File: config.mk
export PLATFORM = sky130hd
export DESIGN_NAME = vlan_vio_capture
export DESIGN_NICKNAME = d
export VERILOG_FILES = /design/src/rtl/vvc_pkg.sv /design/src/rtl/vvc_ctrl.sv /design/src/rtl/vvc_datapath.sv /design/src/rtl/vlan_vio_capture.sv
export SDC_FILE = /design/constraint.sdc
export NUM_CORES = 1
export LEC_CHECK = 0
export ABC_CLOCK_PERIOD_IN_PS = 2920
export BUFFER_PORTS_ARGS = -buffer_cell sky130_fd_sc_hd__buf_2
export CAP_MARGIN = 10
export CORE_MARGIN = 2
export CORE_UTILIZATION = 53
export CTS_CLUSTER_DIAMETER = 150
export DETAILED_ROUTE_END_ITERATION = 7
export PLACE_DENSITY = 0.82
export RECOVER_POWER = 50
export SETUP_SLACK_MARGIN = 0.2
export SYNTH_ARGS = -nofsm -noshare
export SYNTH_HDL_FRONTEND = slang
export SYNTH_SLANG_ARGS = --single-unit
export TNS_END_PERCENT = 20
File: constraint.sdc
create_clock -name clk -period 2.92 [get_ports clk]
set_clock_uncertainty 0.15 [all_clocks]
set_input_delay 0 -clock clk [delete_from_list [all_inputs] [get_ports clk]]
set_output_delay 0 -clock clk [all_outputs]
set_load 0.05 [all_outputs]
File: src/rtl/vvc_pkg.sv
package vvc_pkg;
  typedef struct packed {
    logic capture;   // load incoming violation as the pending event
    logic transfer;  // move pending event to results and clear it
    logic setOvf;    // mark a dropped violation
  } vvcStrobe_t;
endpackage

File: src/rtl/vvc_ctrl.sv
module vvc_ctrl
  import vvc_pkg::*;
(
  input  logic       clk,
  input  logic       rstN,
  input  logic       cmdStart,
  input  logic       vioHit,
  input  logic       pendingQ,
  output logic       busy,
  output vvcStrobe_t stb
);
  logic busyQ;

  always_ff @(posedge clk) begin
    if (!rstN) busyQ <= 1'b0;
    else       busyQ <= cmdStart & ~busyQ;
  end

  always_comb begin
    stb.transfer = busyQ;
    // a violation is taken when the slot is empty or being emptied now
    stb.capture  = vioHit & (~pendingQ | busyQ);
    stb.setOvf   = vioHit & pendingQ & ~busyQ;
  end

  assign busy = busyQ;
endmodule

File: src/rtl/vvc_datapath.sv
module vvc_datapath
  import vvc_pkg::*;
#(
  parameter int PORT_BITS = 4,
  parameter int VID_BITS  = 13
) (
  input  logic                 clk,
  input  logic                 rstN,
  input  vvcStrobe_t           stb,
  input  logic [PORT_BITS-1:0] vioPort,
  input  logic [VID_BITS-1:0]  vioVid,
  input  logic                 vioMember,
  input  logic                 vioMiss,
  output logic                 pendingQ,
  output logic [PORT_BITS-1:0] resPort,
  output logic                 resMember,
  output logic                 resMiss,
  output logic [VID_BITS-1:0]  resVid,
  output logic                 resOverflow
);
  logic [PORT_BITS-1:0] portQ;
  logic [VID_BITS-1:0]  vidQ;
  logic                 memberQ;
  logic                 missQ;
  logic                 ovfQ;

  // pending event; its data is kept at zero whenever nothing is held
  always_ff @(posedge clk) begin
    if (!rstN) begin
      pendingQ <= 1'b0;
      portQ    <= '0;
      vidQ     <= '0;
      memberQ  <= 1'b0;
      missQ    <= 1'b0;
    end else if (stb.capture) begin
      pendingQ <= 1'b1;
      portQ    <= vioPort;
      vidQ     <= vioVid;
      memberQ  <= vioMember;
      missQ    <= vioMiss;
    end else if (stb.transfer) begin
      pendingQ <= 1'b0;
      portQ    <= '0;
      vidQ     <= '0;
      memberQ  <= 1'b0;
      missQ    <= 1'b0;
    end
  end

  always_ff @(posedge clk) begin
    if (!rstN)             ovfQ <= 1'b0;
    else if (stb.transfer) ovfQ <= 1'b0;
    else if (stb.setOvf)   ovfQ <= 1'b1;
  end

  // host-visible result registers
  always_ff @(posedge clk) begin
    if (!rstN) begin
      resPort     <= '0;
      resVid      <= '0;
      resMember   <= 1'b0;
      resMiss     <= 1'b0;
      resOverflow <= 1'b0;
    end else if (stb.transfer) begin
      resPort     <= portQ;
      resVid      <= vidQ;
      resMember   <= memberQ;
      resMiss     <= missQ;
      resOverflow <= ovfQ;
    end
  end
endmodule

File: src/rtl/vlan_vio_capture.sv
module vlan_vio_capture
  import vvc_pkg::*;
#(
  parameter int PORT_BITS = 4,
  parameter int VID_BITS  = 13
) (
  input  logic                 clk,
  input  logic                 rstN,
  input  logic                 vioValid,
  input  logic [PORT_BITS-1:0] vioPort,
  input  logic [VID_BITS-1:0]  vioVid,
  input  logic                 vioMember,
  input  logic                 vioMiss,
  input  logic                 cmdStart,
  output logic                 busy,
  output logic                 irq,
  output logic [PORT_BITS-1:0] resPort,
  output logic                 resMember,
  output logic                 resMiss,
  output logic [VID_BITS-1:0]  resVid,
  output logic                 resOverflow
);
  vvcStrobe_t stb;
  logic       pendingQ;
  logic       vioHit;

  assign vioHit = vioValid & (vioMember | vioMiss);

  vvc_ctrl i_ctrl (
    .clk      (clk),
    .rstN     (rstN),
    .cmdStart (cmdStart),
    .vioHit   (vioHit),
    .pendingQ (pendingQ),
    .busy     (busy),
    .stb      (stb)
  );

  vvc_datapath #(.PORT_BITS(PORT_BITS), .VID_BITS(VID_BITS)) i_dp (
    .clk         (clk),
    .rstN        (rstN),
    .stb         (stb),
    .vioPort     (vioPort),
    .vioVid      (vioVid),
    .vioMember   (vioMember),
    .vioMiss     (vioMiss),
    .pendingQ    (pendingQ),
    .resPort     (resPort),
    .resMember   (resMember),
    .resMiss     (resMiss),
    .resVid      (resVid),
    .resOverflow (resOverflow)
  );

  assign irq = pendingQ;
endmodule

Yosys cells after proc, flatten, opt, wreduce, memory -nomap -nowiden
Index checks and enable logic that the tools add are counted.

Mux-type cells: 8. Bitwise operators: 10. Reduce and logical (&&, ||, !) cells: 2.

Operators by type and width (number): $mux 13 (2); $mux 4 (2); $and 1x1->1 (5); $mux 1 (4); $not 1->1 (3); $or 1x1->1 (2); $reduce_bool 2->1 (1); $reduce_or 2->1 (1).

Flip-flop bits (word level): 42. Input bits: 23. Output and inout port bits: 22. Logic and storage cells: 32.

Depth between registers and ports, before layout
Depth in word-level cells: 4. Depth in mapped cells: 5. Mapped depth without buffers: 3.

Cells and area by module
Synthesis repeated with hierarchy kept, for this count alone.

Cells, all modules: 149. Area total of the unflattened synthesis: 1649.1 um^2.

By module, submodules not included: vvc_datapath (times used 1, cells each 142, area each 1590.3 um^2, seq. area each 820.8 um^2); vvc_ctrl (times used 1, cells each 6, area each 51.3 um^2, seq. area each 20.0 um^2); vlan_vio_capture (times used 1, cells each 1, area each 7.5 um^2, seq. area each 0.0 um^2).

Least setup slack after synthesis
No wires, ideal clock.

Kind: reg-to-reg. From: reg i_ctrl.busyQ (netlist: i_ctrl.busy). To: reg i_dp.memberQ. Data arrival time: 1.467 ns. Path slack: 1.186 ns. Cell stages (with the launch flop): 6. Clock period less this slack: 1.734 ns. Cell sequence: dfxtp_1 -> nand2b_1 -> o21ba_1 -> buf_4 -> buf_6 -> a22o_1.

Cells in the longest elaborated chain, start to end: 3. Elaborated cells on any way between the ends: 4. Classes of those cells: mux: 1; bitwise: 2; reduce/logical: 1.

RTL lines: from (decl) (line vvc_ctrl.sv:12) `logic busyQ;`; from (signal assigned) (line vvc_ctrl.sv:16) `else busyQ <= cmdStart & ~busyQ;`; $or 1x1->1 (line vvc_ctrl.sv:22) `stb.capture = vioHit & (~pendingQ | busyQ);`; $and 1x1->1 (line vvc_ctrl.sv:22); $mux 1 / $reduce_bool 2->1 (equally long branches); to (signal assigned) (line vvc_datapath.sv:39) `memberQ <= vioMember;`; to (decl) (line vvc_datapath.sv:23) `logic memberQ;`.

Parallel ways exist; a longest one is shown, timed or not. A chain may end at the register's enable or synchronous reset.

Worst setup path after layout
From: reg i_ctrl.busyQ (netlist: i_ctrl.busy). To: out busy.

RTL lines: to (decl) (line vlan_vio_capture.sv:15) `output logic busy,`.

No word-level cell between the ends.

==> results.sh <==
export IMPL_post_drt_wl_per_cell_um=13.8
export IMPL_wirelength_mm=3.08
export IMPL_synthTopCellsByCount="42 x dfxtp_1, 20 x mux2i_1, 20 x nor2b_1, 19 x a22o_1, 4 x buf_2"
export IMPL_ys_types=18
export IMPL_antenna_cells=0
export IMPL_finalSetupViolCount=0
export IMPL_grt_first_pass_wirelength_mm=5.07
export IMPL_coreArea_um2=2690
export IMPL_dieArea_um2=3180
export IMPL_hold_viol=0
export IMPL_h_tree_depth=2
export IMPL_fin_util=0.739
export IMPL_hp_start="vioPort[0]"
export IMPL_worstPathCellList="clkbuf_1, buf_2"
export IMPL_grt_max_degree=25
export IMPL_clock_sinks=42
export IMPL_whs_path_depth=3
export IMPL_holdPathEnd="i_dp.portQ[0]"
export IMPL_fmax_mhz=419
export IMPL_crit_path_start_kind="register"
export IMPL_clockPowerShare=0.326
export IMPL_synth_area_leaders="dfxtp_1 58%, mux2i_1 14%, a22o_1 11%"
export IMPL_gp_congestion=0.791
export IMPL_clockBufferDepth=2
export IMPL_synth_most_common_cell="dfxtp_1"
export IMPL_fin_crit_ns=2.39
export IMPL_drv_slew=0
export IMPL_seq_area_um2=841
export IMPL_die_x_um=56.4
export IMPL_vdd_ir_drop_max_v=0.000555
export IMPL_fin_crit_sh=0.818
export IMPL_synth_warnings=0
export IMPL_r2r_end="i_dp.memberQ"
export IMPL_multiInputGateArea_um2=561
export IMPL_ctsResizeCount=0
export IMPL_ys_flop_type="dfxtp_1"
export IMPL_critPathBufInv=2
export IMPL_worst_ep_arrival_time_ns=2.24
export IMPL_yosys_area_top_type="dfxtp_1"
export IMPL_rrSetupSlack_ns=0.62
export IMPL_syn_num_nets=144
export IMPL_drc=0
export IMPL_synth_seq_cells=42
export IMPL_outcome="finished, final reports clean"
export IMPL_crit_family="buffers and inverters"
export IMPL_antenna_found_initial=0
export IMPL_worst_pin_slew_ns=1.28
export IMPL_avgSynthCellArea_um2=12.0
export IMPL_r2r_start="i_ctrl.busy"
export IMPL_path_class="register to output port"
export IMPL_clock_latency_ns=0.34
export IMPL_power_mw=1.10
export IMPL_ff2ff_path_depth=4
export IMPL_first_global_vias=1119
export IMPL_synth_top_cell_area_share=0.578
export IMPL_overflow=0
export IMPL_rsz0062_at_grt="false"
export IMPL_postCtsHoldBufs=26
export IMPL_power_leakage_nw=0.798
export IMPL_p_comb_frac=0.122
export IMPL_switchingPower_mw=0.262
export IMPL_synth_seq_area_share=0.578
export IMPL_cp_required_ns=2.77
export IMPL_seq_power_share=0.552
export IMPL_hold_class="primary input to register"
export IMPL_viasPerCell=5.12
export IMPL_rows=19
export IMPL_swShare=0.237
export IMPL_cts_buffers=5
export IMPL_p_int_mw=0.842
export IMPL_syn_area_um2=1460
export IMPL_cp_end_kind="output port"
export IMPL_die_height_um=56.4
export IMPL_synth_cells=121
export IMPL_power_density_nw_per_um2=556
export IMPL_cts_tree="built"
export IMPL_cts_clk_slew_worst_paths_ns=0.12
export IMPL_grt_use_total=0.211
export IMPL_vias=1142
export IMPL_setup_tns_ns=0
export IMPL_portBuffers=44
export IMPL_drive_above_1_share=0.156
export IMPL_area_delta_synth_final_pct=36.4
export IMPL_fin_nets=214
export IMPL_critPathSlowestCell="clkbuf_1"
export IMPL_post_cts_buffers=0
export IMPL_async_reset_ff_frac=0
export IMPL_io_pins=45
export IMPL_dp_hpwl_mm=1.90
export IMPL_start_util=0.542
export IMPL_dr_first_iter_drc_count=15
export IMPL_dr_pass1_iters=4
export IMPL_critPathLaunch="i_ctrl.busy"
export IMPL_slew_headroom=0.147
export IMPL_antenna_left=0
export IMPL_cts_root_buffer="clkbuf_4"
export IMPL_crit_fanout=18
export IMPL_synth_edf_count=0
export IMPL_fillers=200
export IMPL_cap_violations=0
export IMPL_slowest_delay_ns=0.98
[state kept, by name (all words and copies together), names as in the netlist]
signal and count:
i_dp.resMiss 1, i_dp.resVid 13, i_dp.vidQ 13, i_dp.ovfQ 1
i_dp.pendingQ 1, i_dp.portQ 4, i_dp.memberQ 1, i_dp.missQ 1
i_dp.resOverflow 1, i_dp.resMember 1, i_ctrl.busy 1, i_dp.resPort 4
[power by group through the flow]
| stage | Sequential (mW) | Combinational, mW | Clock (mW) |
|---|---|---|---|
| CTS | 0.610 | 0.135 | 0.367 |
| global route | 0.613 | 0.145 | 0.395 |
| floorplan | 0.643 | 0.0557 | 0 |
| finish | 0.610 | 0.135 | 0.360 |
| global placement | 0.622 | 0.105 | 0 |
| detailed placement | 0.623 | 0.108 | 0 |
[worst register-to-register path, stage by stage, from the launching register on]
cell and delay [ns]:
dfxtp_1 0.40, nand2b_1 0.21, o21ba_1 0.71, a22o_1 0.24, dlygate4sd3_1 0.54
[logic make-up after synthesis]
logic type             after synthesis  synth area share
DFF                                 42             0.578
AOI/OAI and AO/OA                   25             0.146
and+or+nand+nor                     24             0.101
muxes                               20             0.138
buffers and inverters               10            0.0370
[worst max-delay path by stage]
stage                        end  slack [ns]  cells past startpoint
finish                      busy        0.53                      2
global route        i_dp.memberQ        0.38                      6
detailed placement  i_dp.vidQ[5]        1.18                      3
CTS                   i_dp.missQ        0.59                      6
floorplan           i_dp.memberQ        1.19                      5
global placement    i_dp.vidQ[1]        1.29                      3
[placed cells by master, fill, tap and decap left out]
cell / Yosys / layout
dfxtp_1: 42 / 42
inv_1: 2 / 2
a21boi_0: 0 / 1
buf_2: 4 / 23
nand2b_1: 2 / 2
clkbuf_1: 2 / 23
nor2_1: 1 / 1
bufinv_16: 0 / 1
a22o_1: 19 / 19
o211ai_1: 1 / 1
clkinvlp_4: 0 / 1
clkbuf_4: 0 / 5
mux2i_1: 20 / 20
dlygate4sd3_1: 0 / 26
o21ai_0: 1 / 1
a21oi_1: 1 / 1
nor2b_1: 20 / 20
and3_1: 1 / 1
o2111a_1: 1 / 1
o21ba_1: 1 / 1
[routing by layer]
metal | track usage | share of wire | routed length [um] | vias up
li1 | - | - | - | 569
met1 | 0.257 | 0.46 | 1410 | 517
met2 | 0.348 | 0.47 | 1450 | 46
met3 | 0.0599 | 0.045 | 139 | 10
met4 | 0.0918 | 0.026 | 81 | 0
met5 | 0 | 0 | 0 | -
[through the flow]
step	setup WS, ns	std cells	hold slack, ns	cell area, um2
floorplan	1.19	121	-0.0378	1460
CTS	0.587	223	0.233	2010
global placement	1.29	189	0.0621	1680
finish	0.532	223	0.244	1980
detailed placement	1.18	189	0.0660	1680
global route	0.382	223	0.230	1980
[area by class of cell]
cell class | instances | share of cell area
multi-input combinational | 69 | 0.282
tap | 31 | 0.0195
clock buffer | 6 | 0.0208
sequential | 42 | 0.424
inverter | 2 | 0.00378
clock inverter | 2 | 0.0189
timing repair buffer | 71 | 0.231
Power figures use the tool's default switching activity.
